`src/rtl/crff_trunc.sv`:
```
module crff_trunc #(
  parameter int VLW = 7
) (
  input  logic           clk,
  input  logic           rst_n,
  input  logic           start,
  input  logic [VLW-1:0] vl_in,
  input  logic           bit_form,
  input  logic [1:0]     crbit_sel,
  input  logic           inv,
  input  logic           vli,
  input  logic           res_valid,
  input  logic [3:0]     res_field,
  input  logic           res_bit,
  output logic           busy,
  output logic [VLW-1:0] elem_idx,
  output logic           wr_en,
  output logic           done,
  output logic [VLW-1:0] new_vl
);
  logic [VLW-1:0] vl_q, idx_q, nvl_q;
  logic [1:0]     sel_q;
  logic           busy_q, done_q, form_q, inv_q, vli_q;

  wire tested = form_q ? res_bit : res_field[sel_q];
  wire fail   = (tested == inv_q);
  wire step   = busy_q & res_valid;
  wire last   = (idx_q == vl_q - 1'b1);

  assign wr_en    = step & (~fail | vli_q);
  assign busy     = busy_q;
  assign elem_idx = idx_q;
  assign done     = done_q;
  assign new_vl   = nvl_q;

  always_ff @(posedge clk) begin
    if (!rst_n) begin
      busy_q <= 1'b0;
      done_q <= 1'b0;
      vl_q   <= '0;
      idx_q  <= '0;
      nvl_q  <= '0;
      sel_q  <= '0;
      form_q <= 1'b0;
      inv_q  <= 1'b0;
      vli_q  <= 1'b0;
    end else begin
      done_q <= 1'b0;
      if (!busy_q && start) begin
        vl_q   <= vl_in;
        form_q <= bit_form;
        sel_q  <= crbit_sel;
        inv_q  <= inv;
        vli_q  <= vli;
        idx_q  <= '0;
        if (vl_in == '0) begin
          done_q <= 1'b1;
          nvl_q  <= '0;
        end else begin
          busy_q <= 1'b1;
        end
      end else if (step) begin
        if (fail) begin
          busy_q <= 1'b0;
          done_q <= 1'b1;
          nvl_q  <= vli_q ? idx_q + 1'b1 : idx_q;
        end else if (last) begin
          busy_q <= 1'b0;
          done_q <= 1'b1;
          nvl_q  <= vl_q;
        end else begin
          idx_q  <= idx_q + 1'b1;
        end
      end
    end
  end
endmodule


```
`config.mk`:
```
export PLATFORM = sky130hd
export DESIGN_NAME = crff_trunc
export DESIGN_NICKNAME = d
export VERILOG_FILES = /design/src/rtl/crff_trunc.sv
export SDC_FILE = /design/constraint.sdc
export NUM_CORES = 1
export LEC_CHECK = 0
export CAP_MARGIN = 20
export CORE_MARGIN = 8
export CORE_UTILIZATION = 50
export CTS_CLUSTER_DIAMETER = 60
export DETAILED_ROUTE_END_ITERATION = 6
export PLACE_DENSITY = 0.8
export SYNTH_ARGS = -nofsm -noshare
export SYNTH_HDL_FRONTEND = slang
export SYNTH_SLANG_ARGS = --single-unit
```
`constraint.sdc`:
```
create_clock -name clk -period 2.85 [get_ports clk]
set_input_delay 0.57 -clock clk [delete_from_list [all_inputs] [get_ports clk]]
set_output_delay 0.57 -clock clk [all_outputs]
set_load 0.01 [all_outputs]
```
==> metrics.md, run 1 <==
| Metric | Value |
|---|---|
| Dominant synthesized flop cell | dfxtp_1 |
| Maximum vdd ir drop | about 0.3 mV |
| Crit path launch type | primary input |
| CTS tree | done |
| Ys async rst share | 0 |
| Fmax | approximately 370 MHz |
| Flop-to-flop setup slack | about 0.32 ns |
| Initial antenna violation count | 0 |
| Starting Density | 0.507 |
| Max stage delay on crit path | 0.47 ns |
| Core area | 0.00326 mm² |
| Post-DP HPWL | approximately 3.2 mm |
| Area Growth Syn to Fin | 29.5% |
| Final Cell Area | between 0.002 and 0.0025 mm² |
| Mean Syn Cell Area | 8.21 µm² |
| WP data required | around 2.3 ns |
| Layout cells sized above 1 | 0.104 |
| WL/cell | 14.9 µm |
| Die width | 73.5 µm |
| RSZ-0062 raised after global routing | no |
| CP max stage cell | mux4_2 |
| Root buffer cell | clkbuf_4 |
| Antenna cells | 0 |
| Setup TNS | 0 ns |
| Hold Path Sink | new_vl[5]$_SDFFE_PN0P_ |
| RR Endpoint | elem_idx[4]$_SDFFE_PP0P_ |
| Row Count | 21 |
| CP Max Fanout | 2 |
| All-Layer GR Usage | 0.164 |
| CP Class | primary input to primary output |
| Worst-Margin Slew | about 0.37 ns |
| EDFF count, synth | 0 |
| First-pass GRT wire length | 7.04 mm |
| Clock Latency Late Sink | 0.34 ns |
| Drt initial violations | 90 |
| CP Capture Type | primary output |
| Hold slack | 0.485 ns |
| Max Slew Vio Count | 0 |
| Pre-antenna DRT Iters | 4 |
| Hold_sp | new_vl[5]$_SDFFE_PN0P_ |
| Crit share post-route | 0.955 |
| Post-Syn Instances | 201 |
| WP data arrival | about 2.2 ns |
| DRC | 0 |
| Cts bufs inserted | 3 |
| Setup Slack @ Placement | -0.278 ns |
| Maxcap violations | 0 |
| IO Port Bufs | 37 |
| RD Place Congestion | about 0.88 |
| Sequential-to-total area share from yosys stat | 0.340 |
| Worst-path clk slew | roughly 0.15 ns |
| Hold path depth | 1 |
| Syn nets | 224 |
| Worst slew margin | 0.754 |
| Status | finished clean |
| Worst Reg-to-Reg Cells | 7 |
| Die H | 73.5 µm |
| Cell Pwr Density | 401 mW/mm² |
| Final hold vios | 0 |
| Reg-to-Reg Start | vl_q[3]$_SDFFE_PN0P_ |
| Lkg Pwr | 0.780 nW |
| ANT nets after route | 0 |
| Sink Count | 28 |
| Vias | 1573 |
| Number of global-route vias before repair | ~1500 |
| Yosys reg bits | 28 |
| Nets | 265 |
| Ys Warns | 0 |
| Commonest non-fill, non-tap cell in the layout | clkdlybuf4s50_1 |
| Final min period | 2.72 ns |
| Routed WL | between 4 and 5 mm |
| H-tree Lvls | 1 |
| HP Class | flop to flop |
| Syn Std Cell Area | approximately 0.0017 mm² |
| Largest net degree at the start of global routing | 19 |
| Critical path cell sequence | clkdlybuf4s50_1, mux4_2, mux2i_2, xor2_1, a21oi_1, clkbuf_2 |
| Post-DR vias/cell | between 5 and 6 |
| Final Worst Setup Slack | 0.129 ns |
| Congestion Overflow GR | 0 |
| Setup Viol. Count Final | 0 |
| Post-synth cell types | 43 |
| Most frequent cells in the layout | clkdlybuf4s50_1 (36), nand2_1 (34), dfxtp_1 (28) |
| Final Skew | 0.0160 ns |
| Die area | between 0.005 and 0.006 mm² |
| Placement Cell Area | 0.00209 mm² |
| I/O pins | 38 |
| Clock Path Buffers | 2 |
[registers in the layout (all words and copies together) (netlist names)]
register	flops
vl_q	7
sel_q	2
elem_idx	7
vli_q	1
done	1
form_q	1
inv_q	1
new_vl	7
busy	1
[cell type report]
type | count | area, µm²
clock buffers | 4 | 36.3
fillers | 296 | 1120
inverters | 5 | 18.8
multi-input cells | 155 | 1010
flip-flops and latches | 28 | 561
well taps | 46 | 57.6
repair buffers | 49 | 455
[how the worst max path moves through the flow]
| stage | cells past startpoint | endpoint | slack [ns] | start |
|---|---|---|---|---|
| 3_5_place_dp | 6 | wr_en | -0.28 | res_field[2] |
| 5_1_grt | 6 | wr_en | 0.02 | res_field[2] |
| 6_report | 6 | wr_en | 0.13 | res_field[2] |
| 3_3_place_gp | 6 | wr_en | -0.26 | res_field[2] |
| 2_1_floorplan | 5 | wr_en | 0.38 | res_field[3] |
| 4_1_cts | 6 | wr_en | 0.03 | res_field[2] |
[routing by layer]
layer / vias up / track usage / routed length, µm
li1: 795 / - / -
met1: 734 / 0.204 / 1910
met2: 42 / 0.269 / 2110
met3: 2 / 0.0327 / 243
met4: 0 / 0.0621 / 23
met5: - / 0 / 0
[synthesized netlist by cell type, drive strengths merged, types with 4 or more instances]
cell type	count	area (µm²)
a21oi	10	50.1
clkbuf	10	38.8
o21ai	7	42.5
xor2	8	70.1
xnor2	7	61.3
inv	5	18.8
dfxtp	28	561
nand3	6	30.0
nand2	34	128
a21boi	13	97.6
nand4	5	31.3
or3	7	43.8
nor2	13	51.3
a211oi	4	42.5
[logic make-up (layout without fill, tap and decap cells)]
family	Yosys count	count (layout)	share of synthesized area
XOR/XNOR	16	16	0.0933
adder cells (fa/ha/maj)	2	2	0.0152
flip-flops	28	28	0.340
AND/OR/NAND/NOR	82	82	0.239
buffers and inverters	18	58	0.0515
AO/OA/AOI/OAI	51	51	0.230
multiplexers	4	4	0.0318
[power breakdown]
part           leakage, nW  internal [mW]  switching (mW)
Combinational        0.531          0.115           0.105
Sequential           0.228          0.412          0.0233
Clock               0.0210         0.0782           0.123
Total                0.780          0.605           0.251
[timing repair]
| item | CTS | global route |
|---|---|---|
| hold buffers | 0 | 0 |
| setup buffers | 1 | 1 |
| endpoints found under the setup margin | 1 | 1 |
| pin swaps | 1 | 1 |
| gates resized for setup | 3 | 1 |
[per-stage QoR]
stage,power (mW),cells,utilization
CTS,0.855,286,0.655
finish,0.856,287,0.656
floorplan,0.563,201,-
global placement,0.654,281,0.641
detailed placement,0.657,281,0.641
global route,0.900,287,0.656
[worst max-delay path: cells and delay by family]
| kind | cells | cell delay, ns |
|---|---|---|
| mux | 2 | 0.68 |
| buf+inv | 2 | 0.54 |
| xor+xnor | 1 | 0.24 |
| compound gates | 1 | 0.12 |
(Power assumes the default switching activity.)
==> run 2: changes to the inputs <==
--- a/config.mk
+++ b/config.mk
@@ -9,6 +9,5 @@
 export CORE_MARGIN = 8
-export CORE_UTILIZATION = 50
+export CORE_UTILIZATION = 30
 export CTS_CLUSTER_DIAMETER = 60
 export DETAILED_ROUTE_END_ITERATION = 6
-export PLACE_DENSITY = 0.8
 export SYNTH_ARGS = -nofsm -noshare
--- a/constraint.sdc
+++ b/constraint.sdc
@@ -3,2 +3,2 @@
 set_output_delay 0.57 -clock clk [all_outputs]
-set_load 0.01 [all_outputs]
+set_load 0.05 [all_outputs]
==> metrics.md, run 2 (synthesized netlist as in run 1, its figures left out) <==
| Metric | Value |
|---|---|
| Status | finished clean |
| Vias | 1584 |
| Initial antenna violation count | 0 |
| ANT nets after route | 0 |
| Clock Path Buffers | 2 |
| RSZ-0062 raised after global routing | no |
| Layout cells sized above 1 | 0.116 |
| DRC | 0 |
| Crit path launch type | primary input |
| Worst-Margin Slew | 0.518 ns |
| CP Class | primary input to primary output |
| HP Class | flop to flop |
| Layout Cells excl Fill | 314 |
| I/O pins | 38 |
| Post-DR vias/cell | 5.04 |
| Congestion Overflow GR | 0 |
| Fmax | between 300 and 400 MHz |
| Most frequent cells in the layout | clkdlybuf4s50_1 (36), nand2_1 (34), dfxtp_1 (28) |
| Worst path bufs/invs | 2 |
| Final Worst Setup Slack | 0.0973 ns |
| Clock Latency Late Sink | roughly 0.28 ns |
| Pre-antenna DRT Iters | 4 |
| Area Growth Syn to Fin | 35.4% |
| Largest net degree at the start of global routing | 19 |
| Final Skew | 0.00295 ns |
| Commonest non-fill, non-tap cell in the layout | clkdlybuf4s50_1 |
| Post-DP HPWL | between 3 and 4 mm |
| CP Max Fanout | 3 |
| Core area | 0.00541 mm² |
| CP Capture Type | primary output |
| DR WL met2 | 2.17 mm |
| Antenna cells | 0 |
| Final hold vios | 0 |
| Final min period | 2.75 ns |
| Crit share post-route | 0.966 |
| DR top layer | met4 |
| Met3 wire length | 137 µm |
| Die width | 90.2 µm |
| Root buffer cell | clkbuf_8 |
| WP data arrival | about 2.2 ns |
| Maxcap violations | 0 |
| Drt initial violations | 43 |
| Filler instances | 590 |
| All-Layer GR Usage | 0.110 |
| Starting Density | 0.305 |
| IO Port Bufs | 37 |
| First-pass GRT wire length | 7.49 mm |
| WL met1 | 2.23 mm |
| Cts bufs inserted | 3 |
| Postcts setup bufs | 0 |
| Lkg Pwr | 0.802 nW |
| Cell count after placement | 310 |
| Die area | ~0.008 mm² |
| Cell Pwr Density | 453 mW/mm² |
| Nets | 266 |
| WL/cell | around 15 µm |
| Worst slew margin | 0.653 |
| Sink Count | 28 |
| Worst-path clk slew | 0.10 ns |
| WP data required | 2.28 ns |
| Number of global-route vias before repair | about 1600 |
| Row Count | 27 |
| Routed WL | 4.60 mm |
| Max Slew Vio Count | 0 |
| Critical path cell sequence | clkdlybuf4s50_1, mux4_2, mux2i_4, xor2_2, a21oi_2, buf_4 |
| Max stage delay on crit path | 0.49 ns |
| Final core utilization | 0.413 |
| Family with the most delay on the worst path | multiplexers |
| Die H | 90.2 µm |
| RD Place Congestion | 0.853 |
| Maximum vdd ir drop | 0.374 mV |
| Setup Viol. Count Final | 0 |
| Setup Slack @ Placement | -0.0224 ns |
| H-tree Lvls | 1 |
| CTS tree | done |
| CP max stage cell | mux4_2 |
==> run 2: routing by layer <==
layer / global-route usage / vias to the layer above
met3: 0.0183 / 5
met5: 0 / -
li1: - / 791
met4: 0.0402 / 0
met2: 0.182 / 35
met1: 0.140 / 753
==> run 2: cell type report <==
class	count	area, µm²	area share
Timing Repair Buffer	50	465	0.208
Clock buffer	3	41.3	0.0185
Inverter	5	18.8	0.00840
Tap cell	72	90.1	0.0403
Sequential cell	28	561	0.251
Clock inverter	1	30.0	0.0134
Multi-Input combinational cell	155	1030	0.460
==> run 2: path summary, 6_finish.rpt <==
kind / cells past startpoint / slack (ns) / to / startpoint
max reg2reg: 7 / 0.30 / elem_idx[3]$_SDFFE_PP0P_ / vl_q[4]$_SDFFE_PN0P_
min: 1 / 0.48 / new_vl[6]$_SDFFE_PN0P_ / new_vl[6]$_SDFFE_PN0P_
max: 6 / 0.1 / wr_en / res_field[3]
min reg2reg: 1 / 0.48 / new_vl[6]$_SDFFE_PN0P_ / new_vl[6]$_SDFFE_PN0P_
==> run 2: where the power goes <==
group	switching (mW)	leakage (nW)	internal [mW]
sequential	0.0223	0.228	0.411
combinational	0.141	0.538	0.122
clock	0.128	0.0357	0.188
total	0.291	0.802	0.721
==> run 2: through the flow <==
| step | area, µm² | power, mW | TNS [ns] | hold WS, ns |
|---|---|---|---|---|
| final | 2230 | 1.01 | 0 | 0.485 |
| after global routing | 2230 | 1.06 | 0 | 0.492 |
| after CTS | 2210 | 1.02 | 0 | 0.484 |
| after detailed placement | 2140 | 0.700 | -0.0316 | 0.448 |
| after global placement | 2140 | 0.699 | -0.00315 | 0.458 |
| after floorplan | 1650 | 0.596 | 0 | 0.449 |
==> run 2: what timing repair did <==
action,in CTS,in global routing
hold buffers,0,0
resized for setup,0,3
endpoints found under the setup margin,0,1
endpoints found under the hold margin,0,0
